### config.mk
export PLATFORM = sky130hd
export DESIGN_NAME = gpio_edge_bank
export DESIGN_NICKNAME = d
export VERILOG_FILES = /design/src/rtl/gpio_bank_pkg.sv /design/src/rtl/gpio_edge_sync.sv /design/src/rtl/gpio_pin_cfg.sv /design/src/rtl/gpio_irq_ctrl.sv /design/src/rtl/gpio_edge_bank.sv
export SDC_FILE = /design/constraint.sdc
export NUM_CORES = 1
export LEC_CHECK = 0
export BUFFER_PORTS_ARGS = -buffer_cell sky130_fd_sc_hd__clkbuf_2
export CAP_MARGIN = 20
export CORE_ASPECT_RATIO = 1.75
export CORE_MARGIN = 2
export CORE_UTILIZATION = 35
export CTS_CLUSTER_SIZE = 10
export DETAILED_ROUTE_END_ITERATION = 8
export GPL_ROUTABILITY_DRIVEN = 1
export PLACE_DENSITY = 0.57
export SYNTH_ARGS = -nofsm -noshare
export SYNTH_HDL_FRONTEND = slang
export SYNTH_SLANG_ARGS = --single-unit
### constraint.sdc
create_clock -name clk -period 19.8 [get_ports clk]
set_input_delay 1.98 -clock clk [delete_from_list [all_inputs] [get_ports clk]]
set_output_delay 1.98 -clock clk [all_outputs]
set_load 0.03 [all_outputs]
### src/rtl/gpio_bank_pkg.sv
package gpio_bank_pkg;
  localparam int BANK_PINS_DEF = 8;
  localparam int NUM_BANKS_DEF = 2;
  localparam int BANK_STRIDE   = 16;

  localparam logic [7:0] ADDR_PEND0 = 8'h0B;
  localparam logic [7:0] ADDR_MRUN0 = 8'h19;
  localparam logic [7:0] ADDR_MLP0  = 8'h1B;
  localparam logic [7:0] ADDR_OCTL0 = 8'h2B;
  localparam logic [7:0] ADDR_ICTL0 = 8'h33;

  // output-control bit positions
  localparam int OC_DIR   = 5;
  localparam int OC_OD    = 4;
  localparam int OC_PEN   = 3;
  localparam int OC_PSEL  = 1;
  localparam int OC_LEVEL = 0;

  typedef enum logic [1:0] {
    EDGE_NONE = 2'b00,
    EDGE_FALL = 2'b01,
    EDGE_RISE = 2'b10,
    EDGE_BOTH = 2'b11
  } edge_sel_e;

  function automatic logic [7:0] octl_addr(int b, int p);
    return ADDR_OCTL0 + 8'(b * BANK_STRIDE + p);
  endfunction

  function automatic logic [7:0] ictl_addr(int b, int p);
    return ADDR_ICTL0 + 8'(b * BANK_STRIDE + p);
  endfunction
endpackage

### src/rtl/gpio_edge_sync.sv
module gpio_edge_sync #(
  parameter int WIDTH  = 16,
  parameter int STAGES = 2
) (
  input  logic             clk,
  input  logic             rst_n,
  input  logic [WIDTH-1:0] pad,
  output logic [WIDTH-1:0] level,
  output logic [WIDTH-1:0] rise,
  output logic [WIDTH-1:0] fall
);
  logic [WIDTH-1:0] stage_q [STAGES];
  logic [WIDTH-1:0] prev_q;

  always_ff @(posedge clk or negedge rst_n) begin
    if (!rst_n) begin
      for (int s = 0; s < STAGES; s++) stage_q[s] <= '0;
      prev_q <= '0;
    end else begin
      stage_q[0] <= pad;
      for (int s = 1; s < STAGES; s++) stage_q[s] <= stage_q[s-1];
      prev_q <= stage_q[STAGES-1];
    end
  end

  assign level = stage_q[STAGES-1];
  assign rise  = level & ~prev_q;
  assign fall  = ~level & prev_q;
endmodule

### src/rtl/gpio_pin_cfg.sv
module gpio_pin_cfg (
  input  logic       clk,
  input  logic       rst_n,
  input  logic       wr_octl,
  input  logic       wr_ictl,
  input  logic [7:0] wdata,
  output logic [7:0] octl,
  output logic [1:0] esel
);
  import gpio_bank_pkg::*;

  logic [7:0] octl_q;
  logic [1:0] esel_q;
  logic [1:0] esel_d;

  always_comb esel_d = wdata[2:1];

  always_ff @(posedge clk or negedge rst_n) begin
    if (!rst_n) begin
      octl_q <= '0;
      esel_q <= EDGE_NONE;
    end else begin
      if (wr_octl) octl_q <= wdata;
      if (wr_ictl) esel_q <= esel_d;
    end
  end

  assign octl = octl_q;
  assign esel = esel_q;
endmodule

### src/rtl/gpio_irq_ctrl.sv
module gpio_irq_ctrl #(
  parameter int BANK_PINS = 8,
  parameter int NUM_BANKS = 2
) (
  input  logic                           clk,
  input  logic                           rst_n,
  input  logic [BANK_PINS*NUM_BANKS-1:0] hit,
  input  logic [NUM_BANKS-1:0]           wr_pend,
  input  logic [NUM_BANKS-1:0]           wr_mrun,
  input  logic [NUM_BANKS-1:0]           wr_mlp,
  input  logic [BANK_PINS-1:0]           wdata,
  input  logic                           low_power,
  output logic [BANK_PINS*NUM_BANKS-1:0] pending,
  output logic [BANK_PINS*NUM_BANKS-1:0] mask_run,
  output logic [BANK_PINS*NUM_BANKS-1:0] mask_lp,
  output logic                           irq
);
  localparam int NUM_PINS = BANK_PINS * NUM_BANKS;

  logic [NUM_PINS-1:0] pend_q, pend_d;
  logic [NUM_PINS-1:0] mrun_q, mrun_d;
  logic [NUM_PINS-1:0] mlp_q, mlp_d;
  logic                pend_en, mask_en;

  always_comb begin
    pend_d = pend_q;
    mrun_d = mrun_q;
    mlp_d  = mlp_q;
    for (int b = 0; b < NUM_BANKS; b++) begin
      if (wr_pend[b]) pend_d[b*BANK_PINS +: BANK_PINS] = pend_q[b*BANK_PINS +: BANK_PINS] & ~wdata;
      if (wr_mrun[b]) mrun_d[b*BANK_PINS +: BANK_PINS] = wdata;
      if (wr_mlp[b])  mlp_d[b*BANK_PINS +: BANK_PINS]  = wdata;
    end
    pend_d  = pend_d | hit;
    pend_en = (|hit) | (|wr_pend);
    mask_en = (|wr_mrun) | (|wr_mlp);
  end

  always_ff @(posedge clk or negedge rst_n) begin
    if (!rst_n) begin
      pend_q <= '0;
      mrun_q <= '1;
      mlp_q  <= '1;
    end else begin
      if (pend_en) pend_q <= pend_d;
      if (mask_en) begin
        mrun_q <= mrun_d;
        mlp_q  <= mlp_d;
      end
    end
  end

  assign pending  = pend_q;
  assign mask_run = mrun_q;
  assign mask_lp  = mlp_q;
  assign irq      = |(pend_q & ~(low_power ? mlp_q : mrun_q));
endmodule

### src/rtl/gpio_edge_bank.sv
module gpio_edge_bank #(
  parameter int BANK_PINS   = gpio_bank_pkg::BANK_PINS_DEF,
  parameter int NUM_BANKS   = gpio_bank_pkg::NUM_BANKS_DEF,
  parameter int SYNC_STAGES = 2
) (
  input  logic                                 clk,
  input  logic                                 rst_n,
  input  logic [7:0]                           bus_addr,
  input  logic [7:0]                           bus_wdata,
  input  logic                                 bus_wr,
  input  logic                                 bus_rd,
  output logic [7:0]                           bus_rdata,
  input  logic [BANK_PINS*NUM_BANKS-1:0]       pad_in,
  input  logic                                 low_power,
  output logic                                 irq,
  output logic [BANK_PINS*NUM_BANKS-1:0]       pin_out,
  output logic [BANK_PINS*NUM_BANKS-1:0]       pin_oe,
  output logic [BANK_PINS*NUM_BANKS-1:0]       pin_od,
  output logic [BANK_PINS*NUM_BANKS-1:0]       pin_pull_en,
  output logic [2*BANK_PINS*NUM_BANKS-1:0]     pin_pull_sel
);
  import gpio_bank_pkg::*;

  localparam int NUM_PINS = BANK_PINS * NUM_BANKS;

  // reset: asserted asynchronously, released on the clock
  logic [1:0] rst_pipe_q;
  logic       rst_sn;
  always_ff @(posedge clk or negedge rst_n) begin
    if (!rst_n) rst_pipe_q <= '0;
    else        rst_pipe_q <= {rst_pipe_q[0], 1'b1};
  end
  assign rst_sn = rst_pipe_q[1];

  logic [NUM_PINS-1:0]   lvl, rise, fall, hit;
  logic [NUM_PINS-1:0]   wr_o, wr_i;
  logic [NUM_PINS-1:0]   pend_q, mrun_q, mlp_q;
  logic [2*NUM_PINS-1:0] esel_flat;
  logic [7:0]            octl [NUM_PINS];
  logic [NUM_BANKS-1:0]  wr_pend, wr_mrun, wr_mlp;
  logic [7:0]            rdata_d;

  gpio_edge_sync #(.WIDTH(NUM_PINS), .STAGES(SYNC_STAGES)) u_sync (
    .clk(clk), .rst_n(rst_sn), .pad(pad_in),
    .level(lvl), .rise(rise), .fall(fall)
  );

  for (genvar b = 0; b < NUM_BANKS; b++) begin : g_bank
    assign wr_pend[b] = bus_wr && (bus_addr == ADDR_PEND0 + 8'(b));
    assign wr_mrun[b] = bus_wr && (bus_addr == ADDR_MRUN0 + 8'(b));
    assign wr_mlp[b]  = bus_wr && (bus_addr == ADDR_MLP0  + 8'(b));
    for (genvar p = 0; p < BANK_PINS; p++) begin : g_pin
      localparam int IDX = b * BANK_PINS + p;
      logic [1:0] esel;
      assign wr_o[IDX] = bus_wr && (bus_addr == octl_addr(b, p));
      assign wr_i[IDX] = bus_wr && (bus_addr == ictl_addr(b, p));
      gpio_pin_cfg u_cfg (
        .clk(clk), .rst_n(rst_sn), .wr_octl(wr_o[IDX]), .wr_ictl(wr_i[IDX]),
        .wdata(bus_wdata), .octl(octl[IDX]), .esel(esel)
      );
      assign esel_flat[2*IDX +: 2]    = esel;
      assign hit[IDX] = (esel_flat[2*IDX] & fall[IDX]) | (esel_flat[2*IDX+1] & rise[IDX]);
      assign pin_out[IDX]             = octl[IDX][OC_LEVEL];
      assign pin_oe[IDX]              = octl[IDX][OC_DIR];
      assign pin_od[IDX]              = octl[IDX][OC_OD];
      assign pin_pull_en[IDX]         = octl[IDX][OC_PEN];
      assign pin_pull_sel[2*IDX +: 2] = octl[IDX][OC_PSEL +: 2];
    end
  end

  gpio_irq_ctrl #(.BANK_PINS(BANK_PINS), .NUM_BANKS(NUM_BANKS)) u_irq (
    .clk(clk), .rst_n(rst_sn), .hit(hit),
    .wr_pend(wr_pend), .wr_mrun(wr_mrun), .wr_mlp(wr_mlp),
    .wdata(bus_wdata[BANK_PINS-1:0]), .low_power(low_power),
    .pending(pend_q), .mask_run(mrun_q), .mask_lp(mlp_q), .irq(irq)
  );

  always_comb begin
    rdata_d = '0;
    if (bus_rd) begin
      for (int b = 0; b < NUM_BANKS; b++) begin
        if (bus_addr == ADDR_PEND0 + 8'(b)) rdata_d = 8'(pend_q[b*BANK_PINS +: BANK_PINS]);
        if (bus_addr == ADDR_MRUN0 + 8'(b)) rdata_d = 8'(mrun_q[b*BANK_PINS +: BANK_PINS]);
        if (bus_addr == ADDR_MLP0  + 8'(b)) rdata_d = 8'(mlp_q[b*BANK_PINS +: BANK_PINS]);
        for (int p = 0; p < BANK_PINS; p++) begin
          if (bus_addr == octl_addr(b, p)) rdata_d = octl[b*BANK_PINS+p];
          if (bus_addr == ictl_addr(b, p))
            rdata_d = {5'b0, esel_flat[2*(b*BANK_PINS+p) +: 2], lvl[b*BANK_PINS+p]};
        end
      end
    end
  end
  assign bus_rdata = rdata_d;
endmodule

# Word-level counts from Yosys, hierarchy flattened
# Cells that the tools add are included.
[op_classes] n_eq_ne=38 mux=42 bitwise=60 reduce_logical=47
[ops] operator="$mux 8" count=41
[ops] operator="$eq 8x6->1 const B" count=21
[ops] operator="$eq 8x7->1 const B" count=11
[ops] operator="$and 16x16->16" count=3
[ops] operator="$not 16->16" count=3
[ops] operator="$logic_and 1x1->1" count=38
[ops] operator="$and 1x1->1" count=32
[ops] operator="$eq 8x5->1 const B" count=4
[ops] operator="$reduce_or 16->1" count=2
[ops] operator="$or 1x1->1" count=18
[ops] operator="$and 8x8->8" count=2
[ops] operator="$eq 8x4->1 const B" count=2
[ops] operator="$mux 16" count=1
[ops] operator="$or 16x16->16" count=1
[ops] operator="$not 8->8" count=1
[ops] operator="$reduce_and 2->1" count=4
[ops] operator="$reduce_or 2->1" count=3
[totals] register_bits=258 in_bits=37 out_inout_bits=105 elab_cells=228

# Depth between registers and ports, before layout
[depth] depth_word=40 ltp_mapped=11 depth_no_buf=7

# Modules after synthesis
# From an unflattened synthesis, not the netlist that was laid out.
[unflattened] cells_unflattened=1046 area_unflattened_um2=13096.3
[by_module_without_submodules] mod="gpio_pin_cfg" n_inst=16 cells_per_inst=21 area_each_um2=404.1 seq_area_each_um2=250.2
[by_module_without_submodules] mod="gpio_edge_bank" n_inst=1 cells_per_inst=467 area_each_um2=2954.1 seq_area_each_um2=50.0
[by_module_without_submodules] mod="gpio_irq_ctrl" n_inst=1 cells_per_inst=147 area_each_um2=2074.5 seq_area_each_um2=1241.2
[by_module_without_submodules] mod="gpio_edge_sync" n_inst=1 cells_per_inst=96 area_each_um2=1601.5 seq_area_each_um2=1201.2

# Least setup slack after synthesis
# No wires, ideal clock.
[synth_path] path_type="input to output" start="input bus_addr[6]" end="output bus_rdata[0]" arrival_time_ns=4.239 required_time_ns=17.820 path_slack_ns=13.581 stages=8 path_buffers=1 cell_sequence="buf_2 or4b_1 nor2_2 nand3_1 a21o_1 a211oi_1 nor4_1 o31ai_1"
[synth_between] elab_chain_len=40 word_cells_on_any_way=77 cone_classes="eq/ne (38); mux (39)"
[synth_lines] item="from (decl)" line_no="gpio_edge_bank.sv:8" rtl="input logic [7:0] bus_addr,"
[synth_lines] item="$eq 8x4->1" line_no="gpio_edge_bank.sv:82" rtl="if (bus_addr == ADDR_PEND0 + 8'(b)) rdata_d = 8'(pend_q[b*BANK_PINS +: BANK_PINS]);"
[synth_lines] item="$mux 8" line_no="gpio_edge_bank.sv:82"
[synth_lines] item="$mux 8" line_no="gpio_edge_bank.sv:83" rtl="if (bus_addr == ADDR_MRUN0 + 8'(b)) rdata_d = 8'(mrun_q[b*BANK_PINS +: BANK_PINS]);"
[synth_lines] item="$mux 8" line_no="gpio_edge_bank.sv:84" rtl="if (bus_addr == ADDR_MLP0 + 8'(b)) rdata_d = 8'(mlp_q[b*BANK_PINS +: BANK_PINS]);"
[synth_lines] item="$mux 8" line_no="gpio_edge_bank.sv:86" rtl="if (bus_addr == octl_addr(b, p)) rdata_d = octl[b*BANK_PINS+p];"
[synth_lines] item="$mux 8" line_no="gpio_edge_bank.sv:87" rtl="if (bus_addr == ictl_addr(b, p))"
[synth_lines] item="$mux 8" line_no="gpio_edge_bank.sv:86"
[synth_lines] item="$mux 8" line_no="gpio_edge_bank.sv:87"
[synth_lines] item="[... 24 more ...]"
[synth_lines] item="$mux 8" line_no="gpio_edge_bank.sv:87"
[synth_lines] item="$mux 8" line_no="gpio_edge_bank.sv:86"
[synth_lines] item="$mux 8" line_no="gpio_edge_bank.sv:87"
[synth_lines] item="$mux 8" line_no="gpio_edge_bank.sv:86"
[synth_lines] item="$mux 8" line_no="gpio_edge_bank.sv:87"
[synth_lines] item="$mux 8" line_no="gpio_edge_bank.sv:86"
[synth_lines] item="$mux 8 *" line_no="gpio_edge_bank.sv:87"
[synth_lines] item="$mux 8 *" line_no="gpio_edge_bank.sv:80" rtl="if (bus_rd) begin"
[synth_lines] item="to (decl)" line_no="gpio_edge_bank.sv:12" rtl="output logic [7:0] bus_rdata,"
# Mark *: on every way between the ends. The rest lies on a longest branch, timed or not.

# Final worst setup path
[layout_path] start="input bus_addr[4]" end="output bus_rdata[0]"
# Same word-level chain as after synthesis.

==> impl_metrics.prom <==
# TYPE chip_impl_metric gauge
chip_impl_metric{name="antenna-diode-count",unit=""} 0
chip_impl_metric{name="timing.clock.skew",unit="ns"} 0.00677
chip_impl_metric{name="grt_start_max_net_pins",unit=""} 168
chip_impl_metric{name="area.growth.synth_to_final",unit="%"} 9.67
chip_impl_metric{name="synth_sequential_area_ratio",unit="%"} 50.5
chip_impl_metric{name="fin_cells",unit=""} 1633
chip_impl_metric{name="die_h",unit="um"} 258
chip_impl_info{name="rsz0062_at_grt",value="false"} 1
chip_impl_metric{name="floorplan.rows",unit=""} 93
chip_impl_metric{name="cts_setup_buffers",unit=""} 0
chip_impl_metric{name="drt_drc_violations_left",unit=""} 0
chip_impl_info{name="status",value="finished, final reports clean"} 1
chip_impl_info{name="nature_of_the_critical_path_startpoint",value="primary input"} 1
chip_impl_metric{name="synth.net_count",unit=""} 1161
chip_impl_metric{name="clkLatencyLatePin",unit="ns"} 0.55
chip_impl_metric{name="floorplan.die.width",unit="um"} 149
chip_impl_metric{name="ctsHoldBuffers",unit=""} 0
chip_impl_info{name="cts_tree",value="yes"} 1
chip_impl_metric{name="post_synthesis_cell_area",unit="sq mm"} 0.0129
chip_impl_metric{name="multi_input_combinational_cell_area",unit="sq mm"} 0.00535
chip_impl_metric{name="grt_pass1_wl",unit="um"} 62800
chip_impl_info{name="hold_class",value="register to async pin"} 1
chip_impl_metric{name="count_of_mapped_cells_out_of_synthesis",unit=""} 1124
chip_impl_info{name="crit_type",value="primary input to primary output"} 1
chip_impl_metric{name="timing.final.max_slew_violations",unit=""} 0
chip_impl_metric{name="placeable_area",unit="sq mm"} 0.0365
chip_impl_metric{name="totalWireLength",unit="um"} 42200
chip_impl_metric{name="initial_antenna_violation_count",unit=""} 0
chip_impl_metric{name="detailed_place.area",unit="sq mm"} 0.0133
chip_impl_metric{name="min_period",unit="ns"} 7.13
chip_impl_metric{name="ctsResizeCount",unit=""} 0
chip_impl_metric{name="design.final.nets",unit=""} 1182
chip_impl_metric{name="postLayoutCoreUtil",unit="%"} 38.6
chip_impl_metric{name="worst_setup_hold_path_clk_slew",unit="ns"} 0.06
chip_impl_info{name="worstSetupEndpointType",value="primary output"} 1
chip_impl_metric{name="clk_path_buf_depth",unit=""} 3
chip_impl_metric{name="final_layout_size_suffix_gt1_share",unit="%"} 38.0
chip_impl_metric{name="final_area",unit="sq mm"} 0.0141
chip_impl_metric{name="place_inst",unit=""} 1588
chip_impl_metric{name="port-buffer-count",unit=""} 141
chip_impl_metric{name="synth.lib_cells_used.distinct",unit=""} 74
chip_impl_metric{name="power_leakage",unit="nW"} 6.43
chip_impl_metric{name="yosysWarnings",unit=""} 0
chip_impl_metric{name="synth-edff-count",unit=""} 0
chip_impl_metric{name="number_of_global_route_vias_before_repair",unit=""} 9613
chip_impl_metric{name="summed_negative_setup_slack_over_all_endpoints",unit="ns"} 0
chip_impl_metric{name="io_pins",unit=""} 142
chip_impl_metric{name="required_time_at_the_endpoint_of_the_critical_path",unit="ns"} 17.82
chip_impl_metric{name="layout_worst_path_cycle_share",unit="%"} 36.0
chip_impl_info{name="postSynth.topFlopCell",value="dfrtp_1"} 1
chip_impl_metric{name="power.density_cell_area",unit="mW/mm^2"} 84.0
chip_impl_metric{name="cp_data_arrival_time",unit="ns"} 5.15
chip_impl_metric{name="syn_avg_cell_area",unit="sq um"} 11.5
chip_impl_metric{name="route.vias.total",unit=""} 9375
chip_impl_metric{name="gp_congestion",unit=""} 0.950
chip_impl_metric{name="starting_density",unit="%"} 35.2
chip_impl_metric{name="clock_tree.htree_level_count",unit=""} 1
chip_impl_metric{name="worst_pin_slew",unit="ns"} 1.01
chip_impl_metric{name="finalHoldViolations",unit=""} 0
chip_impl_metric{name="worst_ir_drop_vdd",unit="uV"} 72.4
chip_impl_metric{name="n_fill_cell",unit=""} 3660
chip_impl_metric{name="cts_buffer_count",unit=""} 30
chip_impl_metric{name="relSlewSlack",unit="%"} 32.9
chip_impl_metric{name="detailedRoute.firstIterationViolations",unit=""} 926
chip_impl_metric{name="final-seq-area",unit="sq mm"} 0.00650
chip_impl_metric{name="postSynth.asyncResetShare",unit="%"} 100
chip_impl_metric{name="grt-ovfl-total",unit=""} 0
chip_impl_metric{name="dp_hpwl",unit="um"} 30900
chip_impl_metric{name="wl_per_cell",unit="um"} 25.8
chip_impl_metric{name="detailedRoute.firstPassIterationCount",unit=""} 7
chip_impl_metric{name="drt-vias-per-instance",unit=""} 5.74
chip_impl_metric{name="post_drt_antenna_nets",unit=""} 0
chip_impl_metric{name="area_of_the_die",unit="sq mm"} 0.0384
chip_impl_info{name="clk_root_buffer_cell",value="clkbuf_16"} 1
chip_impl_metric{name="max_fclk",unit="MHz"} 140
chip_impl_metric{name="ys_ff_latch",unit=""} 258
chip_impl_metric{name="gr-usage-all-layers",unit="%"} 21.9
chip_impl_metric{name="max_cap_violations",unit=""} 0
chip_impl_metric{name="cp_max_fo",unit=""} 16
chip_impl_metric{name="finalPower",unit="mW"} 1.19
chip_impl_metric{name="setup_viol",unit=""} 0
chip_impl_metric{name="clock_sinks",unit=""} 258
sequential cells by signal (all words and copies together), names as in the netlist:
| register | count |
|---|---|
| u_irq.mask_run | 16 |
| rst_pipe_q | 2 |
| u_sync.level | 16 |
| u_sync.stage_q | 16 |
| u_irq.pending | 16 |
| g_bank.g_pin.u_cfg.octl | 128 |
| u_sync.prev_q | 16 |
| u_irq.mask_lp | 16 |
| g_bank.g_pin.u_cfg.esel | 32 |
cells in the mapped netlist (4+ instances only):
library cell | instances | area [sq um]
a211oi_1 | 12 | 90.1
a21o_1 | 4 | 30.0
a21oi_1 | 41 | 205
a221oi_1 | 11 | 96.3
a222oi_1 | 14 | 140
a22o_1 | 4 | 35.0
a22oi_1 | 19 | 143
buf_2 | 13 | 65.1
buf_4 | 97 | 728
clkbuf_1 | 49 | 184
dfrtp_1 | 226 | 5660
dfstp_2 | 32 | 841
inv_1 | 6 | 22.5
mux2_2 | 195 | 2200
mux2i_1 | 25 | 250
nand2_1 | 95 | 357
nand2b_1 | 6 | 37.5
nand3_1 | 25 | 125
nand3b_1 | 17 | 128
nand4_1 | 8 | 50.1
nor2_1 | 54 | 203
nor2_2 | 5 | 31.3
nor2b_1 | 5 | 31.3
nor3_1 | 18 | 90.1
nor3_2 | 6 | 60.1
nor4_1 | 5 | 31.3
nor4b_1 | 5 | 43.8
o211ai_1 | 18 | 135
o21ai_0 | 20 | 100
o221ai_1 | 4 | 35.0
o22ai_1 | 14 | 87.6
o32ai_1 | 4 | 35.0
layer usage:
metal / up-vias / part of all wire (%) / GRT usage [%]
li1: 4079 / - / -
met1: 4745 / 36 / 25.1
met2: 430 / 51 / 37.9
met3: 121 / 5.5 / 2.83
met4: 0 / 7.5 / 14.3
met5: - / 0 / 0
power breakdown:
part	switching, mW	internal [mW]	total, mW
combinational	0.0707	0.0330	0.104
clock	0.210	0.289	0.498
sequential	0.0273	0.556	0.583
total	0.308	0.877	1.19
final cells by class:
type | count | share of cell area (%)
clock buffer | 43 | 5.96
timing repair buffer | 152 | 5.67
clock inverter | 2 | 0.0886
inverter | 6 | 0.160
tap | 475 | 4.21
sequential | 258 | 46.0
multi-input combinational | 697 | 37.9
critical path: stages:
cell and delay [ns]:
clkbuf_2 0.28, nand4bb_1 0.65, nor2_1 0.81, o21ai_0 0.21, a21o_1 0.20, a211oi_1 0.22
nor4_1 0.09, o31ai_1 0.41, clkbuf_2 0.29
logic make-up (layout without fill, tap and decap cells):
logic type | Yosys count | after routing | synth area share, %
and+or+nand+nor | 278 | 278 | 11.3
DFF | 258 | 258 | 50.5
muxes | 220 | 220 | 19.0
AOI/OAI and AO/OA | 198 | 198 | 11.2
buffers and inverters | 169 | 203 | 8.00
other | 1 | 1 | 0.0291
cell usage in the layout (no fill, tap or decap), types with 5 or more instances in the layout:
| cell | count |
|---|---|
| dfrtp_1 | 225 |
| mux2_2 | 195 |
| clkbuf_2 | 141 |
| nand2_1 | 95 |
| nor2_1 | 54 |
| a21oi_1 | 41 |
| dfstp_2 | 32 |
| clkbuf_16 | 31 |
| nand3_1 | 25 |
| mux2i_1 | 25 |
| o21ai_0 | 20 |
| a22oi_1 | 19 |
| nor3_1 | 18 |
| o211ai_1 | 18 |
| nand3b_1 | 17 |
| a222oi_1 | 14 |
| o22ai_1 | 14 |
| a211oi_1 | 12 |
| a221oi_1 | 11 |
| clkbuf_1 | 10 |
| buf_4 | 10 |
| nand4_1 | 8 |
| nand2b_1 | 6 |
| nor3_2 | 6 |
| inv_1 | 6 |
| nor2_2 | 5 |
| nor2b_1 | 5 |
| nor4b_1 | 5 |
| nor4_1 | 5 |
worst paths after layout:
| check | from | endpoint | slack [ns] | cells past startpoint |
|---|---|---|---|---|
| max | bus_addr[4] | bus_rdata[0] | 12.67 | 9 |
| min | rst_pipe_q[1] | g_bank[0].g_pin[2].u_cfg.octl[7] | 0.16 | 0 |
| max reg2reg | rst_pipe_q[1] | g_bank[0].g_pin[0].u_cfg.octl[1] | 18.41 | 1 |
| min reg2reg | rst_pipe_q[1] | g_bank[0].g_pin[2].u_cfg.octl[7] | 0.16 | 0 |
| max in group asynchronous | rst_pipe_q[1] | g_bank[0].g_pin[0].u_cfg.octl[1] | 18.41 | 1 |
| min in group clk | u_sync.stage_q[24] | u_sync.level[8] | 0.34 | 0 |
through the flow:
step	hold slack, ns	setup slack [ns]
2_1_floorplan	0.331	12.13
3_3_place_gp	0.164	12.87
3_5_place_dp	0.165	12.82
4_1_cts	0.168	12.81
5_1_grt	0.178	12.50
6_report	0.157	12.67
Note: power is estimated with default switching activity, not from simulation.
